`src/rtl/hreg_pkg.sv`:
```
// Shared types for the host register interface.
// Assumes the control register layout is fixed at eight bits.
package hreg_pkg;
    // Control register, MSB first so bit 0 is the channel A enable.
    typedef struct packed {
        logic svc_req;
        logic st_en;
        logic st_sel_a;
        logic subsys_busy;
        logic sys_busy;
        logic term_flag;
        logic chb_en;
        logic cha_en;
    } ctrl_t;

    localparam int CTRL_W = $bits(ctrl_t);
    localparam int FLAG_W = 4;
endpackage

```
`src/rtl/hreg_decode.sv`:
```
// Decodes host strobes into control write, reset write and status read.
// Raises a one-cycle master reset on the first sampled edge of a reset write.
// Assumes host strobes are synchronous to clk.
module hreg_decode (
    input  logic clk,
    input  logic rst_n,
    input  logic cs_n,
    input  logic ctl_n,
    input  logic rd_wr,
    input  logic a0,
    output logic wr_ctrl,
    output logic rd_sys,
    output logic clr,
    output logic mrst_pulse
);
    logic wr_any;
    logic wr_rst;
    logic rst_seen_q;

    // Access classification from the strobes.
    always_comb begin
        wr_any  = !cs_n && !ctl_n && !rd_wr;
        wr_ctrl = wr_any && !a0;
        wr_rst  = wr_any && a0;
        rd_sys  = !cs_n && !ctl_n && rd_wr && !a0;
        clr     = wr_rst && !rst_seen_q;
    end

    // Track a held reset write and register the pulse.
    always_ff @(posedge clk) begin
        if (!rst_n) begin
            rst_seen_q <= 1'b0;
            mrst_pulse <= 1'b0;
        end else begin
            rst_seen_q <= wr_rst;
            mrst_pulse <= clr;
        end
    end

    a_r4_single_pulse: assert property (@(posedge clk) disable iff (!rst_n)
        mrst_pulse |=> !mrst_pulse);
    a_r4_pulse_cause: assert property (@(posedge clk) disable iff (!rst_n)
        mrst_pulse |-> $past(wr_rst));
    a_r3_no_pulse_unselected: assert property (@(posedge clk) disable iff (!rst_n)
        (cs_n || ctl_n) |=> !mrst_pulse);
endmodule

```
`src/rtl/hreg_ctrl.sv`:
```
// Holds the control register and the status-word flag snapshot.
// The snapshot is taken from the register value before the capture edge.
module hreg_ctrl
    import hreg_pkg::*;
(
    input  logic              clk,
    input  logic              rst_n,
    input  logic              wr,
    input  logic              clr,
    input  logic [CTRL_W-1:0] wdata,
    input  logic              cap,
    output ctrl_t             q,
    output logic [FLAG_W-1:0] snap
);
    // Control register load and clear.
    always_ff @(posedge clk) begin
        if (!rst_n || clr) begin
            q <= '0;
        end else if (wr) begin
            q <= ctrl_t'(wdata);
        end
    end

    // Status-word flag snapshot on command capture.
    always_ff @(posedge clk) begin
        if (!rst_n || clr) begin
            snap <= '0;
        end else if (cap) begin
            snap <= {q.svc_req, q.subsys_busy, q.sys_busy, q.term_flag};
        end
    end

    a_r1_load: assert property (@(posedge clk) disable iff (!rst_n)
        (wr && !clr) |=> (q == $past(wdata)));
    a_r5_ctrl_clear: assert property (@(posedge clk) disable iff (!rst_n)
        clr |=> (q == '0 && snap == '0));
    a_r10_snap_old: assert property (@(posedge clk) disable iff (!rst_n)
        (cap && !clr) |=> (snap[0] == $past(q.term_flag) && snap[3] == $past(q.svc_req)));
endmodule

```
`src/rtl/hreg_sys.sv`:
```
// System status word: last command field, its type and arrival channel.
// Drives the word on reads only; unused upper bits read as zero.
module hreg_sys #(
    parameter int FIELD_W = 5,
    parameter int SYS_W   = 16
) (
    input  logic               clk,
    input  logic               rst_n,
    input  logic               clr,
    input  logic               upd,
    input  logic [FIELD_W-1:0] field,
    input  logic               is_sa,
    input  logic               on_a,
    input  logic               rd,
    output logic [SYS_W-1:0]   rdata,
    output logic               oe
);
    localparam int USED = FIELD_W + 2;

    logic [FIELD_W-1:0] field_q;
    logic               sa_q;
    logic               a_q;
    logic [SYS_W-1:0]   word;

    // Capture status from command recognition.
    always_ff @(posedge clk) begin
        if (!rst_n || clr) begin
            field_q <= '0;
            sa_q    <= 1'b0;
            a_q     <= 1'b1;
        end else if (upd) begin
            field_q <= field;
            sa_q    <= is_sa;
            a_q     <= on_a;
        end
    end

    assign word[FIELD_W-1:0] = field_q;
    assign word[FIELD_W]     = sa_q;
    assign word[FIELD_W+1]   = a_q;

    generate
        if (SYS_W > USED) begin : g_pad
            assign word[SYS_W-1:USED] = '0;
        end
    endgenerate

    // Read bus gating.
    always_comb begin
        oe    = rd;
        rdata = rd ? word : '0;
    end

    a_r8_hold: assert property (@(posedge clk) disable iff (!rst_n)
        (!upd && !clr) |=> ($stable(field_q) && $stable(sa_q) && $stable(a_q)));
    a_r8_capture: assert property (@(posedge clk) disable iff (!rst_n)
        (upd && !clr) |=> (field_q == $past(field) && a_q == $past(on_a)));
    a_r5_sys_clear: assert property (@(posedge clk) disable iff (!rst_n)
        clr |=> (a_q && !sa_q && field_q == '0));
endmodule

```
`src/rtl/hreg_if.sv`:
```
// Top of the host register interface: decode, control register and
// system word. Assumes host strobes are already synchronous to clk.
module hreg_if
    import hreg_pkg::*;
#(
    parameter int FIELD_W = 5,
    parameter int SYS_W   = 16
) (
    input  logic               clk,
    input  logic               rst_n,
    input  logic               host_cs_n,
    input  logic               host_ctl_n,
    input  logic               host_rd_wr,
    input  logic               host_a0,
    input  logic [CTRL_W-1:0]  host_wdata,
    output logic [SYS_W-1:0]   host_rdata,
    output logic               host_rdata_oe,
    input  logic               cmd_capture,
    input  logic [FIELD_W-1:0] cmd_field,
    input  logic               cmd_is_subaddr,
    input  logic               cmd_on_a,
    output logic               master_rst_pulse,
    output logic               ch_a_en,
    output logic               ch_b_en,
    output logic               term_flag,
    output logic               sys_busy,
    output logic               subsys_busy,
    output logic               selftest_sel_a,
    output logic               selftest_en,
    output logic               svc_req,
    output logic [FLAG_W-1:0]  stword_flags
);
    logic  wr_ctrl;
    logic  rd_sys;
    logic  clr;
    ctrl_t ctrl_q;

    hreg_decode u_dec (
        .clk        (clk),
        .rst_n      (rst_n),
        .cs_n       (host_cs_n),
        .ctl_n      (host_ctl_n),
        .rd_wr      (host_rd_wr),
        .a0         (host_a0),
        .wr_ctrl    (wr_ctrl),
        .rd_sys     (rd_sys),
        .clr        (clr),
        .mrst_pulse (master_rst_pulse)
    );

    hreg_ctrl u_ctrl (
        .clk   (clk),
        .rst_n (rst_n),
        .wr    (wr_ctrl),
        .clr   (clr),
        .wdata (host_wdata),
        .cap   (cmd_capture),
        .q     (ctrl_q),
        .snap  (stword_flags)
    );

    hreg_sys #(.FIELD_W(FIELD_W), .SYS_W(SYS_W)) u_sys (
        .clk   (clk),
        .rst_n (rst_n),
        .clr   (clr),
        .upd   (cmd_capture),
        .field (cmd_field),
        .is_sa (cmd_is_subaddr),
        .on_a  (cmd_on_a),
        .rd    (rd_sys),
        .rdata (host_rdata),
        .oe    (host_rdata_oe)
    );

    // Fan the control register out to named outputs.
    always_comb begin
        ch_a_en        = ctrl_q.cha_en;
        ch_b_en        = ctrl_q.chb_en;
        term_flag      = ctrl_q.term_flag;
        sys_busy       = ctrl_q.sys_busy;
        subsys_busy    = ctrl_q.subsys_busy;
        selftest_sel_a = ctrl_q.st_sel_a;
        selftest_en    = ctrl_q.st_en;
        svc_req        = ctrl_q.svc_req;
    end

    a_r6_oe_needs_select: assert property (@(posedge clk) disable iff (!rst_n)
        host_rdata_oe |-> !master_rst_pulse || !$past(host_rdata_oe));
endmodule

```
`config.mk`:
```
export PLATFORM = sky130hd
export DESIGN_NAME = hreg_if
export DESIGN_NICKNAME = d
export VERILOG_FILES = /design/src/rtl/hreg_pkg.sv /design/src/rtl/hreg_decode.sv /design/src/rtl/hreg_ctrl.sv /design/src/rtl/hreg_sys.sv /design/src/rtl/hreg_if.sv
export SDC_FILE = /design/constraint.sdc
export NUM_CORES = 1
export LEC_CHECK = 0
export CAP_MARGIN = 15
export CELL_PAD_IN_SITES_DETAIL_PLACEMENT = 2
export CELL_PAD_IN_SITES_GLOBAL_PLACEMENT = 2
export CORE_MARGIN = 10
export CORE_UTILIZATION = 18
export CTS_CLUSTER_SIZE = 28
export DETAILED_ROUTE_END_ITERATION = 16
export GPL_TIMING_DRIVEN = 0
export PLACE_DENSITY_LB_ADDON = 0.1
export SYNTH_ARGS = -nofsm -noshare
export SYNTH_HDL_FRONTEND = slang
export SYNTH_SLANG_ARGS = --single-unit
```
`constraint.sdc`:
```
create_clock -name clk -period 1.54 [get_ports clk]
set_input_delay 0.385 -clock clk [delete_from_list [all_inputs] [get_ports clk]]
set_output_delay 0.385 -clock clk [all_outputs]
set_load 0.01 [all_outputs]
```
==> impl_summary.txt <==
----------------------------------------------------
[Detailed routing]
  Detailed-route wire length per cell ... 14.6 microns
  Number of DRC markers after the initial detailed-route iteration ... 8
  # DRC ... 0
  Total Routed Length ... 3.12 mm
  Router iterations before antenna repair ... 4
  Per-cell via count in the routed design ... 3.77
  Post-route ant nets ... 0
  Via count ... slightly above 800

[Timing]
  Number of max-slew violations in the final report ... 0
  Worst hold slack ... between 400 and 500 ps
  Final hold vios ... 0
  Maximum clock skew at final layout ... 2.17 ps
  Setup repair after global routing missed its margin ... yes
  Min cycle time layout ... 1660 ps
  Final setup violation count ... 7
  Setup Total Neg Slack ... -739 ps
  Least setup slack across all paths after layout ... -120 ps
  Highest clock rate ... about 0.6 GHz
  Fraction of the cycle the final worst path needs ... 108%

[Worst setup path]
  CP most frequent cell ... buf_6
  Crit path DAT ... about 1300 ps
  Top delay family on crit path ... buffers and inverters
  Cell chain of the critical path ... buf_8 > nor4b_4 > buf_4 > buf_6 > and2_4 > buf_6
  Data required time of the worst path ... 1150 ps
  Worst path max stage delay ... 270 ps
  Setup crit end kind ... primary output
  Cell with the largest stage delay on the worst path ... nor4b_4
  Kind of start point of the critical path ... input port
  Critical Path Fanout Max ... 5
  Count of buffer and inverter cells on the critical path ... 4
  Critical path type ... input port to primary output

[Power and ir drop]
  Leakage ... 0.746 nW
  Power density of the placed cells ... 719 nW/um^2
  Post-layout power ... 1.13 mW
  Maximum vdd ir drop ... 0.254 mV

[Global routing]
  Global-route wire length before repair ... 4.94 mm
  Grt met3 use ... 2.00%
  Met1 demand-to-capacity share in global routing ... 7.26%
  Busiest layer in global routing ... met2
  Global-route congestion overflow total ... 0
  Maximum number of pins on one net before global-route repair ... 13
  Initial antenna violation count ... 0
  Via count of the first global-routing pass ... 941
  Aggregate global-route resource usage ... 7.70%
  Met2 global-route usage ... 14.5%

[Synth]
  Count of different cell masters after synthesis ... 16
  Sequential-to-total area share from yosys stat ... between 40% and 50%
  Seq cells post-synth ... 21
  Yosys warnings ... 0
  Average cell area after synthesis ... 10.5 sq um
  Post-synth design cell area ... 888 sq um
  Post-Syn Instances ... 85

[Min path]
  Class of the tightest hold or removal check ... input port to register

[Placement]
  Pre-CTS setup slack ... -1030 ps
  Final GP Congestion ... 0.631
  Port buffer count ... 42
  HPWL after detailed placement ... 2.37 mm

[Floorplanning]
  Placement row count ... 25
  Area of the die ... 8150 sq um
  Floorplan core area ... 4750 sq um
  Boundary Pins ... between 50 and 60
  Effective utilization at floorplan ... 18.7%
  Die Width ... 90.3 microns
  Die Height ... about 90 microns

[Clock network]
  TritonCTS Sinks ... 21
  Root buffer cell ... clkbuf_8
  Total CTS buffers ... 3
  Insertion delay to the later sink of the worst-skew pair ... around 260 ps
  Clock slew at the register clock pins of the worst setup and hold paths ... 80 ps
  Level count of the clock H-tree ... 1
  CTS tree ... built
  Post-cts hold buffer count ... 0
  Max Buffers Root-to-Sink ... 2

[Layout]
  Net count reported at finish ... 170
  # fillers ... 550
  Share of the core filled with cells in the final layout ... around 33%
  Area added between synthesis and finish ... 76.2%
  Multi-input combinational cell area ... 440 sq um
  Sequential standard cell area ... around 420 sq um
  Antenna diode instance count ... 0
  Ratio of cells with drive above 1 in the final layout ... 30.6%

[Run]
  Number of max-capacitance violations reported ... 0

[Status]
  Violated checks ... setup timing
  Result of the run ... finished with violations

----------------------------------------------------
==> layout make-up <==
type / count / share of cell area (%)
sequential: 21 / 26.9
tap: 67 / 5.36
inverter: 1 / 0.240
timing repair buffer: 50 / 31.1
clock buffer: 3 / 2.64
clock inverter: 1 / 0.320
multi-input combinational: 60 / 28.1
buffer: 11 / 5.36
==> metrics by stage <==
stage	instances	instance area [sq um]
after global placement	202	1440
after global routing	214	1570
after CTS	212	1490
after floorplan	93	933
final	214	1570
after detailed placement	202	1440
==> where the power goes <==
| part | switching, mW | internal (mW) |
|---|---|---|
| clock network | 0.184 | 0.180 |
| logic | 0.0781 | 0.114 |
| registers | 0.00879 | 0.560 |
| total | 0.271 | 0.854 |
==> registers in the layout, indices dropped and copies added (netlist names) <==
| signal | flops |
|---|---|
| u_ctrl.q | 8 |
| u_ctrl.snap | 4 |
| u_dec.mrst_pulse | 1 |
| u_dec.rst_seen_q | 1 |
| u_sys.a_q | 1 |
| u_sys.field_q | 5 |
| u_sys.sa_q | 1 |
==> cells in the final DEF, fill, tap and decap left out <==
master / synthesis / layout
dfxtp_1: 21 / 21
nor2_1: 19 / 19
mux2i_1: 18 / 18
clkdlybuf4s50_1: 0 / 18
buf_4: 9 / 15
dlygate4sd2_1: 0 / 12
conb_1: 1 / 9
buf_6: 1 / 8
and2_4: 0 / 6
buf_2: 1 / 4
clkbuf_8: 0 / 3
buf_8: 0 / 2
nor4b_4: 0 / 1
and2_1: 7 / 1
or4b_4: 1 / 1
o21ai_4: 1 / 1
nor4_4: 1 / 1
nor2b_1: 1 / 1
a211o_2: 1 / 1
inv_1: 1 / 1
nor3_1: 1 / 1
clkinv_2: 0 / 1
dlymetal6s2s_1: 0 / 1
buf_12: 0 / 1
==> synth_stat cells, drive strengths merged <==
| cell type | instances | area (sq um) |
|---|---|---|
| mux2i | 18 | 180 |
| conb | 1 | 3.75 |
| a211o | 1 | 10.0 |
| and2 | 7 | 43.8 |
| nor4b | 1 | 8.76 |
| nor4 | 1 | 21.3 |
| dfxtp | 21 | 420 |
| inv | 1 | 3.75 |
| o21ai | 1 | 16.3 |
| nor3 | 1 | 5.00 |
| nor2 | 19 | 71.3 |
| buf | 11 | 83.8 |
| nor2b | 1 | 6.26 |
| or4b | 1 | 13.8 |
==> worst paths after layout <==
| kind | from | end | slack, ps | cells after the start |
|---|---|---|---|---|
| setup / recovery | host_cs_n | host_rdata[4] | -120 | 6 |
| hold / removal | host_cs_n | u_dec.rst_seen_q | 420 | 3 |
| setup reg to reg | u_dec.rst_seen_q | u_sys.a_q | 520 | 3 |
| hold reg to reg | u_ctrl.q[5] | u_ctrl.q[5] | 490 | 2 |
==> logic make-up (layout without fill, tap and decap cells) <==
family | Yosys count | count (layout) | synth area share [%]
other | 1 | 9 | 0.422
DFF | 21 | 21 | 47.3
AOI/OAI and AO/OA | 2 | 2 | 2.96
and+or+nand+nor | 31 | 31 | 19.2
buffers and inverters | 12 | 66 | 9.86
muxes | 18 | 18 | 20.3
==> per-layer routing <==
metal,vias to the layer above,part of all wire [%]
met5,-,0
met4,0,2.5
met3,5,4.9
met2,28,54
met1,387,38
li1,386,-
==> worst register-to-register path, stage by stage (launching register included) <==
cell     delay, ps
dfxtp_1        380
o21ai_4         80
buf_4          160
a211o_2        290
==> timing repair <==
action	in CTS	in global routing
pin swaps	7	3
buffers inserted	6	2
resized for setup	63	15
setup endpoints to repair	38	11
Note: power is estimated with default switching activity, not from simulation.
